$ cat config.mk
export PLATFORM = sky130hd
export DESIGN_NAME = lp_irq_arbiter
export DESIGN_NICKNAME = d
export VERILOG_FILES = /design/src/rtl/lpa_pkg.sv /design/src/rtl/lpa_prio_calc.sv /design/src/rtl/lpa_select.sv /design/src/rtl/lpa_id_rotator.sv /design/src/rtl/lp_irq_arbiter.sv
export SDC_FILE = /design/constraint.sdc
export NUM_CORES = 1
export LEC_CHECK = 0
export BUFFER_PORTS_ARGS = -buffer_cell sky130_fd_sc_hd__buf_2
export CAP_MARGIN = 30
export CORE_AREA = 2 2 68 77
export CTS_CLUSTER_SIZE = 28
export DETAILED_ROUTE_END_ITERATION = 12
export DIE_AREA = 0 0 70 79
export PLACE_DENSITY = 0.8
export RECOVER_POWER = 25
export SLEW_MARGIN = 20
export SYNTH_ARGS = -nofsm -noshare
export SYNTH_HDL_FRONTEND = slang
export SYNTH_SLANG_ARGS = --single-unit
export TNS_END_PERCENT = 5
$ cat constraint.sdc
create_clock -name clk -period 7.1 [get_ports clk]
set_clock_uncertainty 0.2 [all_clocks]
set_input_delay 2.13 -clock clk [delete_from_list [all_inputs] [get_ports clk]]
set_output_delay 2.13 -clock clk [all_outputs]
set_load 0.01 [all_outputs]
$ cat src/rtl/lpa_pkg.sv
package lpa_pkg;
  localparam int unsigned CLASS_W = 4;
  localparam int unsigned VEC_W   = 8;

  typedef logic [CLASS_W-1:0] class_t;

  function automatic class_t class_max(input class_t a, input class_t b);
    return (a > b) ? a : b;
  endfunction
endpackage

$ cat src/rtl/lpa_prio_calc.sv
module lpa_prio_calc
  import lpa_pkg::*;
(
  input  logic   dest_bit,
  input  class_t irq_class,
  input  class_t task_class,
  input  class_t svc_class,
  output class_t arb_prio,
  output logic   eligible
);
  always_comb begin
    arb_prio = class_max(task_class, svc_class);
    eligible = dest_bit && (irq_class > task_class);
  end
endmodule

$ cat src/rtl/lpa_select.sv
module lpa_select
  import lpa_pkg::*;
#(
  parameter int unsigned NPROC = 4,
  parameter int unsigned IDW   = 2
) (
  input  logic [NPROC-1:0] eligible,
  input  class_t           prio [NPROC],
  input  logic [IDW-1:0]   ids  [NPROC],
  output logic             any_win,
  output logic [NPROC-1:0] win_onehot,
  output logic [IDW-1:0]   win_id
);
  class_t best_prio;
  logic   found;

  always_comb begin
    found      = 1'b0;
    best_prio  = '1;
    win_id     = '0;
    win_onehot = '0;
    for (int i = 0; i < NPROC; i++) begin
      if (eligible[i]) begin
        if (!found || (prio[i] < best_prio) ||
            ((prio[i] == best_prio) && (ids[i] > win_id))) begin
          found      = 1'b1;
          best_prio  = prio[i];
          win_id     = ids[i];
          win_onehot = '0;
          win_onehot[i] = 1'b1;
        end
      end
    end
    any_win = found;
  end
endmodule

$ cat src/rtl/lpa_id_rotator.sv
module lpa_id_rotator #(
  parameter int unsigned NPROC = 4,
  parameter int unsigned IDW   = 2
) (
  input  logic             clk,
  input  logic             rst_n,
  input  logic             fire,
  input  logic [NPROC-1:0] win_onehot,
  input  logic [IDW-1:0]   win_id,
  output logic [IDW-1:0]   ids [NPROC]
);
  genvar gi, gj;
  generate
    for (gi = 0; gi < NPROC; gi++) begin : g_id
      always_ff @(posedge clk or negedge rst_n) begin
        if (!rst_n) begin
          ids[gi] <= IDW'(gi);
        end else if (fire) begin
          if (win_onehot[gi])
            ids[gi] <= '0;
          else if (ids[gi] < win_id)
            ids[gi] <= IDW'(ids[gi] + 1'b1);
        end
      end

      for (gj = gi + 1; gj < NPROC; gj++) begin : g_pair
        p_ids_unique_r7: assert property (@(posedge clk) disable iff (!rst_n)
          ids[gi] != ids[gj]);
      end

      p_winner_zeroed_r7: assert property (@(posedge clk) disable iff (!rst_n)
        (fire && win_onehot[gi]) |=> (ids[gi] == '0));
      p_idle_hold_r7: assert property (@(posedge clk) disable iff (!rst_n)
        !fire |=> $stable(ids[gi]));
    end
  endgenerate
endmodule

$ cat src/rtl/lp_irq_arbiter.sv
module lp_irq_arbiter
  import lpa_pkg::*;
#(
  parameter int unsigned NPROC = 4,
  localparam int unsigned IDW  = (NPROC > 1) ? $clog2(NPROC) : 1
) (
  input  logic                 clk,
  input  logic                 rst_n,
  input  logic                 req_valid,
  input  logic [7:0]           req_vector,
  input  logic [NPROC-1:0]     req_dest,
  input  logic [8*NPROC-1:0]   tpr_flat,
  input  logic [4*NPROC-1:0]   isr_class_flat,
  output logic                 grant_valid,
  output logic [NPROC-1:0]     grant_onehot,
  output logic                 grant_illegal,
  output logic [IDW*NPROC-1:0] arb_id_flat
);
  class_t           irq_class;
  logic             illegal;
  class_t           prio [NPROC];
  logic [NPROC-1:0] eligible;
  logic [IDW-1:0]   ids  [NPROC];
  logic             any_win;
  logic [NPROC-1:0] win_onehot;
  logic [IDW-1:0]   win_id;
  logic             fire;
  logic [4*NPROC-1:0] unused_tpr_low;

  assign irq_class = req_vector[7:4];
  assign illegal   = (irq_class == '0);

  genvar gi;
  generate
    for (gi = 0; gi < NPROC; gi++) begin : g_proc
      lpa_prio_calc u_calc (
        .dest_bit  (req_dest[gi]),
        .irq_class (irq_class),
        .task_class(tpr_flat[8*gi+4 +: 4]),
        .svc_class (isr_class_flat[4*gi +: 4]),
        .arb_prio  (prio[gi]),
        .eligible  (eligible[gi])
      );
      assign unused_tpr_low[4*gi +: 4] = tpr_flat[8*gi +: 4];
      assign arb_id_flat[IDW*gi +: IDW] = ids[gi];

      p_winner_id_zero_r7: assert property (@(posedge clk) disable iff (!rst_n)
        (grant_valid && grant_onehot[gi]) |-> (ids[gi] == '0));
    end
  endgenerate

  lpa_select #(.NPROC(NPROC), .IDW(IDW)) u_sel (
    .eligible  (eligible),
    .prio      (prio),
    .ids       (ids),
    .any_win   (any_win),
    .win_onehot(win_onehot),
    .win_id    (win_id)
  );

  assign fire = req_valid && !illegal && any_win;

  lpa_id_rotator #(.NPROC(NPROC), .IDW(IDW)) u_rot (
    .clk       (clk),
    .rst_n     (rst_n),
    .fire      (fire),
    .win_onehot(win_onehot),
    .win_id    (win_id),
    .ids       (ids)
  );

  always_ff @(posedge clk or negedge rst_n) begin
    if (!rst_n) begin
      grant_valid   <= 1'b0;
      grant_onehot  <= '0;
      grant_illegal <= 1'b0;
    end else begin
      grant_valid   <= fire;
      grant_onehot  <= fire ? win_onehot : '0;
      grant_illegal <= req_valid && illegal;
    end
  end

  p_grant_onehot_r8: assert property (@(posedge clk) disable iff (!rst_n)
    grant_valid |-> ($countones(grant_onehot) == 1));
  p_no_grant_idle_r8: assert property (@(posedge clk) disable iff (!rst_n)
    !grant_valid |-> (grant_onehot == '0));
  p_needs_strobe_r8: assert property (@(posedge clk) disable iff (!rst_n)
    !req_valid |=> (!grant_valid && !grant_illegal));
  p_illegal_excl_r2: assert property (@(posedge clk) disable iff (!rst_n)
    grant_illegal |-> !grant_valid);
  p_in_dest_r4: assert property (@(posedge clk) disable iff (!rst_n)
    (req_valid && !illegal) |=> ((grant_onehot & ~$past(req_dest)) == '0));
endmodule

==> results list, run 1 <==
* Routing usage on met3: 2.92%
- In the layout the commonest cells are 79 x buf_4, 54 x buf_2, 39 x ha_1.
- On the critical path the largest part of the delay comes from compound AO/OA/AOI/OAI gates.
- Starting utilization of the core area: 50.7%
- Total Routing Usage GR: 25.8%
* Power density over cell area: 220 nW/um^2
- The largest individual stage delay along the critical path comes from the cell or3_1.
- CTS built an H-tree with a depth of 1.
- Largest net degree at the start of global routing: 18
- Minimum clock period: 9.42 ns
- Register Area: 355 um^2
* Routability-driven placement congestion ratio: 0.859
- The number of antenna diodes in the final layout is 0.
* Initial antenna violation count: 0
* Setup-violating endpoint count in the final report: 12
- Summing all multi-input logic gate instances after layout gives 2270 um^2.
* Hold violation count in the final report: 0
- Remaining global-route overflow: 0
- Worst Hold Path Cells: 2
- The design draws 862 uW.
- The number of buffers and inverters on the critical path is 6.
- TritonCTS Sinks: 14
* Least setup slack across all paths after layout: -2.32 ns
* Placed instance count: 484
* CP required: 7.08 ns
* Relative slew slack: 55.6%
- Violated checks: negative setup slack
- CTS tree: yes
- In this run, synthesis inferred 0 flip-flops with an integrated enable.
- The final count of pins violating max slew is 0.
- Setup repair after global routing missed its margin: true
- The worst hold path belongs to the class register to register.
* Via Count: 3108
- Total I/O pin count: 77
- After detailed routing, the number of vias per cell comes to 6.13.
- The die covers 5530 um^2.
* Data arrival time at the worst-slack endpoint: 9.40 ns
- Total clock buffers created by CTS: 3
- Fill count: 272
* Status: finished, violations left
* Category of the critical setup timing path: input port to register
- In this run the most used layer during global routing was met2.
- In the final design database the tool counted 566 nets.
* Filler-free cell count of the finished design: 507
* Worst supply voltage drop on vdd: 96.3 uV
* Global-route wire length before repair: 12000 um
- Static timing analysis puts the maximum clock frequency at 106 MHz.
- Synthesized area per cell: 8.05 um^2
- Max-cap violations in this run came to 0.
- Maximum count of clock buffers along a single path: 2
- Global routing usage on met1: 27.2%
- After synthesis, the share of flip-flops with an asynchronous set or reset is 100%.
- STA classifies the critical path startpoint as an input port.
- Yosys warns: 0
* Top FF cell, synth: dfrtp_1
- The critical path runs through a total of 38 cells.
- At the pin with the least slew margin, the transition time is 0.666 ns.
- GRT met2 Usage: 51.1%
- The HPWL after detailed placement is 5720 um.
- Once detail routing completed, the nets flagged for antenna violations numbered 0.
* Post-Synthesis Cells: 302
- Share of post-route cells with drive strength above 1: 49.2%
- The number of global-route vias before repair was 2922.
- Clock latency on the worst-skew pair, taken at its later pin, is 0.24 ns.
- Sequential elements use 14.6% of the synthesized area.
- Crit Path Max Fanout: 7
* Site Rows: 27
* Leakage power of the design: 2.02 nW
- The final critical path takes up 133% of the cycle.
- Clock-pin slew was measured on the worst setup and hold paths at 0.05 ns.
- Syn_nets: 418
- After detailed routing, the total wire length is 8810 um.
- Compared with the post-synthesis result, the final layout area differs by 61.0%.
* Length of the first detailed-routing pass in iterations: 5
* Distinct cell type count after synthesis: 52
- In the final routed layout, each cell accounts on average for 17.4 um.
- Die extent in x: 70 um
* Drt drc: 0
- Leaving out fill and tap cells, the most frequent cell in the layout is buf_4.
- After routing, the total negative slack on setup checks comes to -21.95 ns.
- Netlist area before placement: 2430 um^2
* Initial DRC Count: 142
- Counting flops and latches in the post-synthesis netlist gives 14.
* Critical Path Sink Type: register
* Clk Tree Root Cell: clkbuf_8
- Port Buffer Count: 56
- On the worst path, the slowest cell contributes a delay of 0.39 ns.
- Core outline area: 4800 um^2
- The die is 79 um tall.
* Reg2reg path depth: 29
-- final cells by class --
type                       count  share of cell area [%]
inverter                      45                    4.38
clock buffer                   4                    1.41
multi-input combinational    242                    58.1
sequential                    14                    9.08
tap                           58                    1.85
timing repair buffer         144                    25.1
-- tightest hold or removal path, stage by stage (launching register included) --
cell	delay, ns
dfstp_2	0.40
nand2_1	0.06
o21ai_1	0.06
-- timing repair --
action | CTS | global route
pin swaps | 13 | 39
setup buffers | 2 | 19
gates resized for setup | 16 | 65
setup endpoints to repair | 12 | 12
hold buffers | 0 | 0
-- report_power, final --
group / internal (mW) / switching [mW]
Clock: 0.0490 / 0.0251
Sequential: 0.108 / 0.0315
Combinational: 0.331 / 0.318
Total: 0.488 / 0.374
-- cell families after synthesis --
group / share of synthesized area (%)
buffers and inverters: 7.16
adders and majority gates: 27.3
and+or+nand+nor: 16.9
AOI/OAI and AO/OA: 29.1
DFF: 14.6
muxes: 4.94
-- sequential cells by signal, indices dropped and copies added, names as in the netlist --
| register | count |
|---|---|
| grant_onehot | 4 |
| u_rot.ids | 8 |
| grant_valid | 1 |
| grant_illegal | 1 |
-- cells in the mapped netlist (2+ instances only) --
master	instances	area share, %
ha_1	53	27
inv_1	45	7.0
nand2_1	27	4.2
a21oi_1	20	4.1
nor2_1	17	2.6
o21ai_0	15	3.1
mux2i_1	12	4.9
a21o_1	10	3.1
dfrtp_1	10	10
a211oi_1	9	2.8
nor2b_1	8	2.1
nand4_1	6	1.5
nor3_1	5	1.0
o211ai_1	5	1.5
or3_1	5	1.3
a22o_1	4	1.4
dfstp_2	4	4.3
a41o_1	3	1.2
and3_1	3	0.77
o211a_1	3	1.2
o21a_1	3	0.93
nand2b_1	2	0.51
nor4_1	2	0.51
o22ai_1	2	0.51
o31ai_1	2	0.62
-- path summary, 6_finish.rpt --
check	startpoint	endpoint	slack, ns
worst min-delay path	u_rot.ids[1]$_DFFE_PN1P_	u_rot.ids[1]$_DFFE_PN1P_	0.33
worst max-delay path	tpr_flat[5]	u_rot.ids[7]$_DFFE_PN0P_	-2.32
min in group asynchronous	rst_n	grant_onehot[0]$_DFF_PN0_	1.70
max in group asynchronous	rst_n	u_rot.ids[2]$_DFFE_PN0P_	4.58
worst min register to register	u_rot.ids[1]$_DFFE_PN1P_	u_rot.ids[1]$_DFFE_PN1P_	0.33
worst max register to register	u_rot.ids[4]$_DFFE_PN1P_	u_rot.ids[7]$_DFFE_PN0P_	0.22
-- per-stage QoR --
stage	hold WS [ns]	setup WS, ns	area (um^2)	utilization [%]
global placement	0.322	-2.08	3330	69.4
floorplan	0.318	-1.76	2460	-
detailed placement	0.342	-2.23	3330	69.4
global route	0.341	-2.52	3910	81.6
CTS	0.328	-1.95	3480	72.6
finish	0.328	-2.32	3910	81.6
-- layer usage --
layer  routed length [um]  vias to the layer above
met5                    0                        -
met4                  474                        0
met3                  495                       55
met2                 4640                      155
met1                 3200                     1480
li1                     -                     1418
(Power assumes the default switching activity.)
==> run 2: changes to the inputs <==
--- a/config.mk
+++ b/config.mk
@@ -5,13 +5,15 @@
 export SDC_FILE = /design/constraint.sdc
 export NUM_CORES = 1
 export LEC_CHECK = 0
+export ABC_AREA = 1
 export BUFFER_PORTS_ARGS = -buffer_cell sky130_fd_sc_hd__buf_2
 export CAP_MARGIN = 30
-export CORE_AREA = 2 2 68 77
+export CORE_AREA = 2 2 68 76
 export CTS_CLUSTER_SIZE = 28
 export DETAILED_ROUTE_END_ITERATION = 12
-export DIE_AREA = 0 0 70 79
-export PLACE_DENSITY = 0.8
+export DIE_AREA = 0 0 70 78
+export HOLD_SLACK_MARGIN = 0.15
+export PLACE_DENSITY = 0.81
 export RECOVER_POWER = 25
 export SLEW_MARGIN = 20
 export SYNTH_ARGS = -nofsm -noshare
==> results list, run 2 <==
- Status: finished, violations left (unchanged)
- Violated checks: negative setup slack (unchanged).
- Overall routed net length: 9430 um (was 8810 um)
- Dominant cells by area after synthesis: ha_1 27%, nand2_1 13%, dfrtp_1 10% (was ha_1 27%, dfrtp_1 10%, inv_1 7.0%).
- The fraction of post-synthesis cell area in the top cell type by area came to 27.4% (was 27.3%).
* Core outline area: 4620 um^2 (was 4800 um^2)
- The horizontal die dimension was 70 um (unchanged).
- Power density over cell area: 224 nW/um^2 (was 220 nW/um^2)
- The start point of the critical path is isr_class_flat[7] (was tpr_flat[5]).
- The initial antenna violation count is 0 (unchanged).
- The number of setup violations in the final report is 10 (was 12).
- Remaining global-route overflow: 0 (unchanged)
* Data arrival time at the worst-slack endpoint: 7.36 ns (was 9.40 ns)
- The share of final-layout standard cells stronger than drive strength 1 came to 51.8% (was 49.2%).
* Startpoint class of the critical path: input port (unchanged)
* Reg-to-Reg End: u_rot.ids[0]$_DFFE_PN1P_ (was u_rot.ids[7]$_DFFE_PN0P_)
* Drt drc: 0 (unchanged)
- Initial DRC Count: 176 (was 142)
- The netlist area before placement came to 2420 um^2 (was 2430 um^2).
- Period utilisation layout: 104% (was 133%)
- Minimum clock period: 7.39 ns (was 9.42 ns)
* Critical Path Sink Type: register (unchanged)
* Total Routing Usage GR: 24.5% (was 25.8%)
- The buffer type at the clock tree root is clkbuf_8 (unchanged).
* Site Rows: 26 (was 27)
* Global-route wire length before repair: 11400 um (was 12000 um)
* Largest registers in the final layout: u_rot.ids (8), grant_onehot (4) (unchanged)
* Die area: 5460 um^2 (was 5530 um^2)
* Post-Synthesis Cells: 371 (was 302)
- Reg2reg path depth: 34 (was 29)
- Share of synthesized area occupied by flip-flops and latches: 14.7% (was 14.6%)
* Synthesized area per cell: 6.53 um^2 (was 8.05 um^2)
* Via Count: 3232 (was 3108)
- The number of detailed-routing iterations run before antenna repair came to 5 (unchanged).
* Starting utilization of the core area: 52.4% (was 50.7%)
* Antenna diodes: 0 (unchanged)
* Setup repair after global routing missed its margin: true (unchanged)
* Post-DR vias/cell: 5.81 (was 6.13)
- Register clock-pin slew on the reported worst setup and hold paths: 0.06 ns (was 0.05 ns)
* Fin area: 3950 um^2 (was 3910 um^2)
- The count of flip-flops with a built-in enable after synthesis was 0 (unchanged).
- The quantity of I/O buffers inserted on ports was 56 (unchanged).
* Maximum count of clock buffers along a single path: 2 (unchanged)
- Least setup slack across all paths after layout: -0.289 ns (was -2.32 ns)
- Top library cells by usage in the layout, fill and taps aside: 64 x buf_4, 60 x nand2_1, 51 x inv_1, 51 x buf_2, 37 x ha_1 (was 79 x buf_4, 54 x buf_2, 39 x ha_1)
* CTS tree: yes (unchanged)
- The number of fill cells in the layout came to 248 (was 272).
- Most frequent cell after synthesis: nand2_1 (was ha_1)
- The most area-hungry cell type in the Yosys netlist was ha_1 (unchanged).
- The required time of the worst setup path is 7.08 ns (about the same).
- The instance area at placement was 3140 um^2 (was 3330 um^2).
* Max-Cap Viols: 0 (unchanged)
* Slack of the worst reg-to-reg path: 1.94 ns (was 0.22 ns)
- The die height came to 78 um (was 79 um).
- TritonCTS Sinks: 14 (unchanged)
* Hold violation count in the final report: 0 (unchanged)
- Worst R2R Start: u_rot.ids[7]$_DFFE_PN0P_ (was u_rot.ids[4]$_DFFE_PN1P_)
- Total clock buffers created by CTS: 3 (unchanged)
- Flip-flop and latch count after synthesis: 14 (unchanged)
* Nets@finish: 618 (was 566)
- The biggest cell delay along the critical path came to 0.34 ns (was 0.39 ns).
- Timing endpoint of the critical path: u_rot.ids[0]$_DFFE_PN1P_ (was u_rot.ids[7]$_DFFE_PN0P_)
- The weighted congestion at the end of routability-driven global placement came to 0.875 (was 0.859).
- Syn_nets: 487 (was 418)
- Yosys warns: 0 (unchanged)
- Share of synthesized flip-flops with an asynchronous set or reset: 100% (unchanged)
* Relative slew slack: 48.0% (was 55.6%)
- Final Slew Violations: 0 (unchanged)
- Post-synth top cells: 84 x nand2_1, 63 x inv_1, 53 x ha_1, 31 x nor2_1, 28 x o21ai_0 (was 53 x ha_1, 45 x inv_1, 27 x nand2_1, 20 x a21oi_1, 17 x nor2_1).
- Slew at the pin with the worst max-slew slack: 0.779 ns (was 0.666 ns)
* Category of the critical setup timing path: input port to register (unchanged)
* Hold WC Path Type: register to register (unchanged)
- Flip-flop count of the largest register, all copies and words added: 8 (unchanged)
* Largest net degree at the start of global routing: 15 (was 18)
- The leading cell type in the layout, fill and taps excluded was buf_4 (unchanged).
* Crit Path Max Fanout: 7 (unchanged)
- The HPWL after detailed placement is 4880 um (was 5720 um).
- Register Area: 355 um^2 (unchanged)
- The multi-input gate area in the final layout is 2350 um^2 (was 2270 um^2).
* Timing-limited maximum frequency: 135 MHz (was 106 MHz)
* Total power draw: 886 uW (was 862 uW)
* Total I/O pin count: 77 (unchanged)
- The pre-CTS worst setup slack is -0.643 ns (was -2.23 ns).
- The number of global-route vias before repair was 2866 (was 2922).
- Distinct cell type count after synthesis: 27 (was 52)
- The slowest library cell on the worst path is o311ai_4 (was or3_1).
- The register with the most flip-flops is u_rot.ids (unchanged).
* Count of H-tree levels built during CTS: 1 (unchanged)
- The average wire length per cell after detail routing is 17.0 um (was 17.4 um).
- Leakage power of the design: 2.12 nW (was 2.02 nW)
* Layout overhead on the synthesized area: 63.2% (was 61.0%)
- Clock latency on the worst-skew pair: 0.25 ns (was 0.24 ns)
* Top FF cell, synth: dfrtp_1 (unchanged)
- The post-detailed-route count of antenna-violating nets came to 0 (unchanged).
- Worst supply voltage drop on vdd: 172 uV (was 96.3 uV)
==> run 2: critical path, delay by kind of cell <==
family | cells | cell delay [ns]
simple gates | 19 | 2.12
fa+ha+maj | 5 | 1.25
compound gates | 8 | 1.17
buf+inv | 6 | 0.65
==> run 2: stage by stage <==
| step | hold slack [ns] | utilization (%) | TNS, ns | std cells |
|---|---|---|---|---|
| 6_report | 0.326 | 85.5 | -2.20 | 556 |
| 5_1_grt | 0.353 | 85.5 | -5.94 | 556 |
| 4_1_cts | 0.319 | 73.4 | 0 | 550 |
| 3_5_place_dp | 0.307 | 68.0 | -5.55 | 532 |
| 3_3_place_gp | 0.302 | 68.0 | -3.53 | 532 |
| 2_1_floorplan | 0.306 | - | 0 | 371 |
==> run 2: repair_timing <==
| action | in CTS | in global routing |
|---|---|---|
| pin swaps | 25 | 55 |
| resized for setup | 31 | 121 |
| hold buffers | 0 | 0 |
| cloned | 1 | 0 |
| buffers inserted | 14 | 6 |
| setup endpoints to repair | 9 | 12 |
==> run 2: how the worst min path moves through the flow <==
| stage | slack [ns] | end | startpoint | cells past startpoint |
|---|---|---|---|---|
| 2_1_floorplan | 0.31 | u_rot.ids[4]$_DFFE_PN1P_ | u_rot.ids[4]$_DFFE_PN1P_ | 2 |
| 3_3_place_gp | 0.30 | u_rot.ids[4]$_DFFE_PN1P_ | u_rot.ids[4]$_DFFE_PN1P_ | 2 |
| 3_5_place_dp | 0.31 | u_rot.ids[4]$_DFFE_PN1P_ | u_rot.ids[4]$_DFFE_PN1P_ | 2 |
| 4_1_cts | 0.32 | u_rot.ids[4]$_DFFE_PN1P_ | u_rot.ids[4]$_DFFE_PN1P_ | 2 |
| 5_1_grt | 0.35 | u_rot.ids[4]$_DFFE_PN1P_ | u_rot.ids[4]$_DFFE_PN1P_ | 2 |
| 6_report | 0.33 | u_rot.ids[4]$_DFFE_PN1P_ | u_rot.ids[4]$_DFFE_PN1P_ | 2 |
==> run 2: logic make-up after synthesis <==
group	Yosys count	synth area share, %
flip-flops	14	14.7
AND/OR/NAND/NOR	161	30.0
buffers and inverters	72	11.3
AO/OA/AOI/OAI	67	15.1
adder cells (fa/ha/maj)	53	27.4
XOR/XNOR	4	1.45
==> run 2: layer usage <==
metal	GRT usage, %	part of all wire [%]	vias to the layer above
li1	-	-	1475
met1	26.6	37	1507
met2	49.3	51	181
met3	2.99	6.2	69
met5	0	0	-
met4	5.58	6.3	0
==> run 2: area by class of cell <==
cell class              instances  area share [%]
multi-input cells             286            59.4
repair buffers                127            21.9
flip-flops and latches         14            8.99
inverters                      70            6.84
well taps                      56            1.77
clock buffers                   3            1.04
==> run 2: power breakdown <==
part | switching, mW | internal [mW] | total, mW
logic | 0.363 | 0.294 | 0.657
clock network | 0.0299 | 0.0377 | 0.0675
registers | 0.0510 | 0.111 | 0.162
==> run 3: changes to the inputs <==
--- a/config.mk
+++ b/config.mk
@@ -13,7 +13,7 @@
 export DETAILED_ROUTE_END_ITERATION = 12
 export DIE_AREA = 0 0 70 78
 export HOLD_SLACK_MARGIN = 0.15
-export PLACE_DENSITY = 0.81
+export PLACE_DENSITY = 0.84
 export RECOVER_POWER = 25
 export SLEW_MARGIN = 20
 export SYNTH_ARGS = -nofsm -noshare
==> constraint.sdc (replaced) <==
create_clock -name clk -period 6.9 [get_ports clk]
set_clock_uncertainty 0.2 [all_clocks]
set_input_delay 2.07 -clock clk [delete_from_list [all_inputs] [get_ports clk]]
set_output_delay 2.07 -clock clk [all_outputs]
set_load 0.01 [all_outputs]
==> results list, run 3 (synthesis gave the netlist of run 2 again) <==
- The CTS tree was yes (unchanged).
- The starting utilization of the core area was 52.4% (unchanged).
- Data arrival time at the worst-slack endpoint: 7.20 ns (was 7.36 ns)
- Subtracting the final worst setup slack from the clock period gives 7.22 ns.
- The launching element type of the critical path was an input port (unchanged).
* Port Buffer Count: 56 (unchanged)
- Area occupied by multi-input gates: 2220 um^2 (was 2350 um^2)
- Layout overhead on the synthesized area: 60.8% (was 63.2%)
- Largest net degree at the start of global routing: 15 (unchanged)
* Total clock buffers created by CTS: 3 (unchanged)
* Detailed-route wire length per cell: 16.5 um (was 17.0 um)
- Total I/O pin count: 77 (unchanged)
- The clock tree buffer depth is 2 (unchanged).
* Count of H-tree levels built during CTS: 1 (unchanged)
- CP required: 6.88 ns (was 7.08 ns)
* Clk Tree Root Cell: clkbuf_8 (unchanged)
* Length of the first detailed-routing pass in iterations: 5 (unchanged)
- The leading cell type in the layout, fill and taps excluded is buf_4 (unchanged).
* Remaining global-route overflow: 0 (unchanged)
- The smallest setup slack after layout was -0.322 ns (was -0.289 ns).
* Site Rows: 26 (unchanged)
- The number of setup violations in the final report was 10 (unchanged).
- Final Slew Violations: 0 (unchanged)
* Power density over cell area: 217 nW/um^2 (was 224 nW/um^2)
* Slowest Stage Delay on Critical Path: 0.31 ns (was 0.34 ns)
- Register with the most flip-flops: u_rot.ids (unchanged)
* Worst R2R Start: u_rot.ids[4]$_DFFE_PN1P_ (was u_rot.ids[7]$_DFFE_PN0P_)
* Period utilisation layout: 105%
* ANT nets after route: 0 (unchanged)
* CP most frequent cell: nand2_1
* Category of the critical setup timing path: input port to register (unchanged)
- Largest registers in the final layout: u_rot.ids (8), grant_onehot (4) (unchanged)
- Routability-driven placement congestion ratio: 0.917 (was 0.875)
* Drt drc: 0 (unchanged)
- The register clock-pin slew on the reported worst setup and hold paths is 0.05 ns (was 0.06 ns).
- The largest fanout on the critical path came to 7 (unchanged).
- The internal reg-to-reg setup slack came to 1.87 ns (was 1.94 ns).
* Hold violation count in the final report: 0 (unchanged)
- Die span in y: 78 um (unchanged)
- The share of final-layout standard cells stronger than drive strength 1 was 49.2% (was 51.8%).
* Global-route wire length before repair: 12100 um (was 11400 um)
- Hold-fix buffers at CTS: 0 (unchanged)
- The critical path capture point is u_rot.ids[7]$_DFFE_PN0P_ (was u_rot.ids[0]$_DFFE_PN1P_).
- The final net count was 623 (was 618).
* Die area: 5460 um^2 (unchanged)
- The worst slew margin relative to its limit came to 47.4% (was 48.0%).
* Timing-limited maximum frequency: 138 MHz
- The start point of the critical path is isr_class_flat[5] (was isr_class_flat[7]).
- Via Count: 3247 (was 3232)
* Antenna diodes: 0 (unchanged)
- Max-Cap Viols: 0 (unchanged)
- The detailed router's first-iteration violation count was 223 (was 176).
- Core outline area: 4620 um^2 (unchanged)
* Register Area: 355 um^2 (unchanged)
- Violated checks: negative setup slack (unchanged)
- Die extent in x: 70 um (unchanged)
* Flip-flop count of the largest register, all copies and words added: 8 (unchanged)
- The number of global-route vias before repair was 2998 (was 2866).
* Post-DR vias/cell: 5.78 (was 5.81)
- Hold WC Path Type: register to register (unchanged)
- Final core occ: 84.3% (was 85.5%)
* Detailed placer's ending HPWL: 5030 um (was 4880 um)
* Slowest CP cell: ha_1 (was o311ai_4)
* Worst supply voltage drop on vdd: 281 uV (was 172 uV)
- The total wire length came to 9270 um (was 9430 um).
* Reg-to-Reg End: u_rot.ids[7]$_DFFE_PN0P_ (was u_rot.ids[0]$_DFFE_PN1P_)
- The all-layer global routing usage was 26.1% (was 24.5%).
* Initial antenna violation count: 0 (unchanged)
- The number of fill cells in the layout came to 232 (was 248).
- Setup repair after global routing missed its margin: true (unchanged)
- The pre-CTS worst setup slack came to -0.398 ns (was -0.643 ns).
- Status: finished, violations left (unchanged)
- Critical Path Sink Type: register (unchanged)
- The clock insertion delay at the later pin of the skew report is 0.25 ns (about the same).
- Slew at the pin with the worst max-slew slack: 0.790 ns (was 0.779 ns)
* Reg2reg path depth: 34 (unchanged)
* Leakage power of the design: 2.12 nW (about the same)
- TritonCTS Sinks: 14 (unchanged)
* Top library cells by usage in the layout, fill and taps aside: 72 x buf_4, 65 x nand2_1, 53 x inv_1 (was 64 x buf_4, 60 x nand2_1, 51 x inv_1, 51 x buf_2, 37 x ha_1)
-- run 3: through the flow --
stage               instance area (um^2)  total power [mW]  std cells  hold slack (ns)  TNS [ns]
floorplan                           2430             0.415        371            0.306         0
global placement                    3150             0.539        533            0.299     -2.41
detailed placement                  3150             0.561        533            0.305     -3.35
CTS                                 3510             0.686        555            0.315         0
global route                        3890             0.910        562            0.416     -5.21
finish                              3890             0.846        562            0.365     -2.46
-- run 3: area by class of cell --
cell class	instances	share of cell area, %
Inverter	70	7.07
Clock buffer	4	1.41
Timing Repair Buffer	132	23.5
Tap cell	56	1.80
Multi-Input combinational cell	286	57.1
Sequential cell	14	9.13
-- run 3: per-layer routing --
layer  track usage, %  up-vias  wire (um)
met3             3.77       61        530
li1                 -     1485          -
met4             6.54        0        466
met5                0        -          0
met1             27.9     1514       3370
met2             52.7      187       4900
-- run 3: worst min-delay path by stage --
stage                                        start                       end  slack (ns)  depth (start not counted)
after CTS                 u_rot.ids[4]$_DFFE_PN1P_  u_rot.ids[4]$_DFFE_PN1P_        0.32                          2
after global routing      u_rot.ids[4]$_DFFE_PN1P_  u_rot.ids[4]$_DFFE_PN1P_        0.42                          2
final                     u_rot.ids[4]$_DFFE_PN1P_  u_rot.ids[4]$_DFFE_PN1P_        0.37                          2
after detailed placement  u_rot.ids[4]$_DFFE_PN1P_  u_rot.ids[4]$_DFFE_PN1P_        0.30                          2
after global placement    u_rot.ids[4]$_DFFE_PN1P_  u_rot.ids[4]$_DFFE_PN1P_        0.30                          2
after floorplan           u_rot.ids[4]$_DFFE_PN1P_  u_rot.ids[4]$_DFFE_PN1P_        0.31                          2
-- run 3: power breakdown --
part | leakage [nW] | total (mW) | switching, mW | internal [mW]
clock network | 0.0288 | 0.0811 | 0.0305 | 0.0506
logic | 1.92 | 0.604 | 0.336 | 0.267
registers | 0.174 | 0.162 | 0.0475 | 0.114
-- run 3: repair_timing --
| item | in CTS | in global routing |
|---|---|---|
| buffers inserted | 17 | 7 |
| cloned | 1 | 0 |
| gates resized for setup | 55 | 71 |
| pin swaps | 40 | 54 |
| endpoints found under the setup margin | 8 | 12 |
-- run 3: critical path: cells and delay by family --
| family | cells | cell delay (ns) |
|---|---|---|
| AO/OA/AOI/OAI | 8 | 1.14 |
| AND/OR/NAND/NOR | 21 | 1.90 |
| adder cells (fa/ha/maj) | 5 | 1.43 |
| buffers and inverters | 6 | 0.64 |
